<file path="config.mk">
export PLATFORM = sky130hd
export DESIGN_NAME = cplx_stream_adder
export DESIGN_NICKNAME = d
export VERILOG_FILES = /design/src/rtl/cplx_add_pkg.sv /design/src/rtl/cplx_add_ctrl.sv /design/src/rtl/cplx_add_dpath.sv /design/src/rtl/cplx_stream_adder.sv
export SDC_FILE = /design/constraint.sdc
export NUM_CORES = 1
export LEC_CHECK = 0
export BUFFER_PORTS_ARGS = -buffer_cell sky130_fd_sc_hd__clkbuf_2
export CAP_MARGIN = 20
export CORE_MARGIN = 2
export CORE_UTILIZATION = 54
export DETAILED_ROUTE_END_ITERATION = 6
export PLACE_DENSITY_LB_ADDON = 0.12
export SKIP_CTS_REPAIR_TIMING = 1
export SYNTH_ARGS = -nofsm -noshare
export SYNTH_HDL_FRONTEND = slang
export SYNTH_HIERARCHICAL = 1
export SYNTH_SLANG_ARGS = --single-unit
</file>
<file path="constraint.sdc">
create_clock -name clk -period 2.9 [get_ports clk]
set_input_delay 0.29 -clock clk [delete_from_list [all_inputs] [get_ports clk]]
set_output_delay 0.29 -clock clk [all_outputs]
set_load 0.03 [all_outputs]
</file>
<file path="src/rtl/cplx_add_pkg.sv">
package cplx_add_pkg;
  // Strobes passed from the handshake control to the datapath.
  typedef struct packed {
    logic load;   // capture a new halved sum this cycle
    logic clear;  // drop registered contents (reset)
  } addCtrl_t;
endpackage

</file>
<file path="src/rtl/cplx_add_ctrl.sv">
module cplx_add_ctrl
  import cplx_add_pkg::*;
(
  input  logic     clk,
  input  logic     rstN,
  input  logic     aValid,
  input  logic     bValid,
  input  logic     mReady,
  output logic     aReady,
  output logic     bReady,
  output logic     mValid,
  output addCtrl_t ctrl
);
  logic canLoad;
  logic pairFire;

  // Output slot is free when empty or being drained this cycle.
  assign canLoad  = !mValid || mReady;
  // Each ready looks only at the opposite valid.
  assign aReady   = bValid && canLoad;
  assign bReady   = aValid && canLoad;
  assign pairFire = aValid && bValid && canLoad;

  assign ctrl.load  = pairFire;
  assign ctrl.clear = !rstN;

  always_ff @(posedge clk) begin
    if (!rstN)          mValid <= 1'b0;
    else if (pairFire)  mValid <= 1'b1;
    else if (mReady)    mValid <= 1'b0;
  end

  // the two inputs are consumed together or not at all.
  p_join_r4: assert property (@(posedge clk) disable iff (!rstN)
    (aValid && aReady) |-> (bValid && bReady));

  // a consumed pair is presented on the next cycle.
  p_latency_r9: assert property (@(posedge clk) disable iff (!rstN)
    (aValid && aReady) |=> mValid);

  // a stalled result is not withdrawn.
  p_hold_valid_r6: assert property (@(posedge clk) disable iff (!rstN)
    (mValid && !mReady) |=> mValid);
endmodule

</file>
<file path="src/rtl/cplx_add_dpath.sv">
module cplx_add_dpath
  import cplx_add_pkg::*;
#(
  parameter int PART_W = 16
) (
  input  logic                clk,
  input  addCtrl_t            ctrl,
  input  logic [2*PART_W-1:0] aData,
  input  logic                aLast,
  input  logic [2*PART_W-1:0] bData,
  input  logic                bLast,
  output logic [2*PART_W-1:0] outData,
  output logic                outLast
);
  localparam int WORD_W = 2 * PART_W;
  localparam int LANES  = 2;

  logic [WORD_W-1:0] halfSum;

  // One lane per complex component: sign-extend, add, arithmetic halve.
  for (genvar k = 0; k < LANES; k++) begin : gLane
    logic signed [PART_W-1:0] aPart;
    logic signed [PART_W-1:0] bPart;
    logic signed [PART_W:0]   aExt;
    logic signed [PART_W:0]   bExt;

    assign aPart = aData[k*PART_W +: PART_W];
    assign bPart = bData[k*PART_W +: PART_W];
    assign aExt  = {aPart[PART_W-1], aPart};
    assign bExt  = {bPart[PART_W-1], bPart};
    assign halfSum[k*PART_W +: PART_W] = PART_W'((aExt + bExt) >>> 1);
  end

  always_ff @(posedge clk) begin
    if (ctrl.clear) begin
      outData <= '0;
      outLast <= 1'b0;
    end else if (ctrl.load) begin
      outData <= halfSum;
      outLast <= aLast || bLast;
    end
  end

  // two non-negative real parts never produce a negative result.
  p_no_wrap_pos_r2: assert property (@(posedge clk) disable iff (ctrl.clear)
    (ctrl.load && !aData[PART_W-1] && !bData[PART_W-1]) |=> !outData[PART_W-1]);

  // two negative imaginary parts never produce a non-negative result.
  p_no_wrap_neg_r2: assert property (@(posedge clk) disable iff (ctrl.clear)
    (ctrl.load && aData[WORD_W-1] && bData[WORD_W-1]) |=> outData[WORD_W-1]);
endmodule

</file>
<file path="src/rtl/cplx_stream_adder.sv">
module cplx_stream_adder
  import cplx_add_pkg::*;
#(
  parameter int PART_W = 16
) (
  input  logic                clk,
  input  logic                rstN,
  input  logic                aTvalid,
  output logic                aTready,
  input  logic [2*PART_W-1:0] aTdata,
  input  logic                aTlast,
  input  logic                bTvalid,
  output logic                bTready,
  input  logic [2*PART_W-1:0] bTdata,
  input  logic                bTlast,
  output logic                mTvalid,
  input  logic                mTready,
  output logic [2*PART_W-1:0] mTdata,
  output logic                mTlast
);
  addCtrl_t ctrl;

  cplx_add_ctrl u_ctrl (
    .clk    (clk),
    .rstN   (rstN),
    .aValid (aTvalid),
    .bValid (bTvalid),
    .mReady (mTready),
    .aReady (aTready),
    .bReady (bTready),
    .mValid (mTvalid),
    .ctrl   (ctrl)
  );

  cplx_add_dpath #(.PART_W(PART_W)) u_dpath (
    .clk     (clk),
    .ctrl    (ctrl),
    .aData   (aTdata),
    .aLast   (aTlast),
    .bData   (bTdata),
    .bLast   (bTlast),
    .outData (mTdata),
    .outLast (mTlast)
  );

  // a stalled beat keeps its payload.
  p_hold_data_r6: assert property (@(posedge clk) disable iff (!rstN)
    (mTvalid && !mTready) |=> ($stable(mTdata) && $stable(mTlast)));
endmodule

</file>
==> After elaboration in Yosys (flattened, before gate mapping) <==
Cells that the tools add are included.
{ "op_classes": {"add_sub_neg": 2, "mux": 2, "reduce_logical": 8} }
{ "ops": {"columns": ["op", "count"], "rows": [
  ["16-bit by 16-bit adder with 17-bit output", 2],
  ["1-bit logical AND", 4],
  ["1-bit logical OR", 2],
  ["1-bit two-way mux", 2],
  ["2-bit nonzero test", 1],
  ["1-bit zero test", 1]
]} }
{ "word_totals": {"reg_bits": 34, "in_bits": 71, "output_inout_bits": 36} }

==> Depth between registers and ports, before layout <==
{ "logic_depth": {"word_depth": 4, "depth_mapped": 9, "ltp_nobuf": 8} }

==> Hierarchy <==
Netlist, hierarchy kept.
{ "by_module_without_submodules": {"columns": ["module", "n_inst", "cells_each", "area_each_um2"], "rows": [
  ["cplx_add_dpath", 1, 332, 2708.8],
  ["cplx_add_ctrl", 1, 9, 72.6]
]} }

==> Worst setup path after synthesis <==
No wires, ideal clock.
{ "synth_path": {"kind": "input port to flip-flop", "startpoint": "input aTdata[0]", "endpoint": "register u_dpath.outData[9]", "setup_time_ns": 0.128, "arrival_time_ns": 1.960, "t_required_ns": 2.772, "path_slack_ns": 0.812, "cell_stages": 8, "path_buffers": 0, "cell_sequence": "and2_1 -> fa_1 -> a21o_1 -> a31oi_1 -> o21ai_0 -> a311oi_1 -> a2bb2oi_1 -> nor2_1"} }
{ "synth_between": {"elab_chain_len": 1} }
{ "synth_lines": {"columns": ["item", "line", "source"], "rows": [
  ["from (decl)", "cplx_stream_adder.sv:10", "input logic [2*PART_W-1:0] aTdata,"],
  ["16-bit by 16-bit adder with 17-bit output", "cplx_add_dpath.sv:31", "assign halfSum[k*PART_W +: PART_W] = PART_W'((aExt + bExt) >>> 1);"],
  ["to (signal assigned)", "cplx_add_dpath.sv:39", "outData <= halfSum;"],
  ["to (decl)", "cplx_add_dpath.sv:12", "output logic [2*PART_W-1:0] outData,"]
]} }
Every way passes these cells.
A chain may end at the register's enable or synchronous reset.

==> Worst setup path in the final report <==
Ends and elaborated chain as after synthesis.

==> impl_results.md <==
* Status: complete, no violations
* Slew @ Worst Pin at 715 ps
* Req. time, crit path at 3050 ps
* Yosys top cell by area: dfxtp_1
* Pleak at 1.66 nW
* Max Freq at 470 MHz
* Post-synth EDFFs at 0
* Vias in the first global route at 2609
* CTS Buf Count at 5
* Final RePlAce weighted congestion at 0.949
* Clk_lat worst skew at 280 ps
* Placed cell area at 3350 µm²
* # diodes at 0
* Share of layout cells above drive strength 1 at 0.287
* Max Buffers Root-to-Sink at 2
* Worst slew margin at 0.523
* CTS H-Tree Depth at 2
* Max Slew Vio Count at 0
* Synth-to-layout area growth at 24.3%
* WL final at 6.69 mm
* Core ar. at 5040 µm²
* CP Data Arrival Time at 2270 ps
* DRT Pass-1 Iters at 4
* Total grt overflow at 0
* Setup-failing EPs final at 0
* Seq/Total Area, Yosys at 0.245
* Synth warn at 6
* CTS tree: yes
* Post-route ant nets at 0
* Routed vias at 2840
* Syn Inst Count at 341
* Largest net degree at the start of global routing at 32
* Startpoint types: input port
* Crit Path Class: in -> reg
* Core Rows at 26
* DP HPWL at 5.35 mm
* Final instance area at 3460 µm²
* Post-Syn Area at 2780 µm²
* NumNets Final at 546
* Tcrit/Tclk final at 0.733
* Distinct cells, synth at 58
* Syn Area/Cell at 8.16 µm²
* Ys async rst share at 0
* Worst-path clk slew at 70 ps
* Die width at 75.8 µm
* Tot GR Track Use at 0.246
* Initial Util at 0.552
* Most used DFF post-synth: dfxtp_1
* Synth top area cells: dfxtp_1, ha_1, nand2_1, mux2i_1, a21oi_1
* DRC viols at 0
* Die area at 5740 µm²
* Max Cap Violations at 0
* Io pins at 107
* Shortest period the worst path allows at 2130 ps
* CTS sink cnt at 34
* Register bit total from synthesis at 34
* DRT iter0 DRCs at 85
* Unrepaired setup endpoints after global routing: no
* P per Cell Area at 442 nW/µm²
* Leading cell type in the layout, fill and taps excluded: clkbuf_2
* Setup Skew at 3.89 ps
* Via density at 5.54
* Port Buffers at 106
* Chip Height at 75.8 µm
* Layout fillers at 431
* Top cell type's share of synthesized area at 0.245
* Total negative slack at 0 ps
* Net Count, Synth at 444
* Clk Tree Root Cell: clkbuf_8
* Initial antenna violation count at 0
* Final Hold Vio Count at 0
* Commonest non-fill, non-tap cells in the layout: clkbuf_2, dfxtp_1, nand2_1
* Worst Hold Class: in -> reg
* First-pass GRT wire length at 11.0 mm
* Crit. End Element: flip-flop
* VDD IR max at 0.238 mV
* Routed WL per cell at 13.0 µm
* Crit-path max FO at 4
metal layers:
layer / track usage / vias up / share of wire
met1: 0.297 / 1261 / 0.43
met3: 0.0437 / 11 / 0.059
met4: 0.0799 / 0 / 0.017
met5: 0 / - / 0
met2: 0.438 / 103 / 0.49
li1: - / 1465 / -
cell usage after synthesis (all sizes together), types with 6 or more instances:
master	n
dfxtp	34
nand3	10
nand2b	6
mux2i	12
inv	13
xnor2	12
nor2	29
clkbuf	8
o21ai	21
and2	7
ha	30
a21o	11
a21oi	24
nor3b	10
nand2	33
kinds of logic after synthesis:
logic type	after synthesis	share of synthesized area
AND/OR/NAND/NOR	119	0.219
AO/OA/AOI/OAI	100	0.243
flip-flops	34	0.245
adder cells (fa/ha/maj)	32	0.149
buffers and inverters	26	0.0427
XOR/XNOR	17	0.0535
multiplexers	13	0.0472
final cells by class:
type / count / area, µm² / area share
Clock buffer: 6 / 82.6 / 0.0239
Clock inverter: 1 / 30.0 / 0.00868
Inverter: 13 / 48.8 / 0.0141
Multi-Input combinational cell: 281 / 1980 / 0.573
Sequential cell: 34 / 681 / 0.197
Tap cell: 70 / 87.6 / 0.0253
Timing Repair Buffer: 108 / 546 / 0.158
worst max-delay path, cell delays in order:
cell	delay [ps]
clkbuf_2	90
and2_1	160
fa_1	400
a21o_1	210
a31oi_1	340
o21ai_0	250
a311oi_1	320
a2bb2oi_1	180
nor2_1	50
worst paths after layout:
kind	cells past startpoint	slack (ps)	from	end
max	9	770	aTdata[0]	u_dpath/outData[9]
max reg2reg	5	770	u_ctrl/mValid	u_dpath/outData[31]
min reg2reg	2	470	u_dpath/outData[11]	u_dpath/outData[11]
min	3	270	aTvalid	u_ctrl/mValid
stage by stage:
stage / power, mW / utilization / cells / hold slack (ps) / setup slack (ps)
2_1_floorplan: 0.938 / - / 341 / 429 / 812
3_5_place_dp: 1.10 / 0.664 / 506 / 451 / 504
4_1_cts: 1.54 / 0.686 / 513 / 253 / 789
5_1_grt: 1.63 / 0.686 / 513 / 278 / 612
3_3_place_gp: 1.08 / 0.664 / 506 / 448 / 571
6_report: 1.53 / 0.686 / 513 / 265 / 773
registers in the layout (all words and copies together) (netlist names):
register / flops
u_dpath/outData: 32
u_dpath/outLast: 1
u_ctrl/mValid: 1
report_power, final:
part,switching (mW),internal [mW],total (mW)
Sequential,0.0193,0.505,0.524
Combinational,0.337,0.228,0.565
Clock,0.165,0.275,0.439
Total,0.521,1.01,1.53
Note: power is estimated with default switching activity, not from simulation.
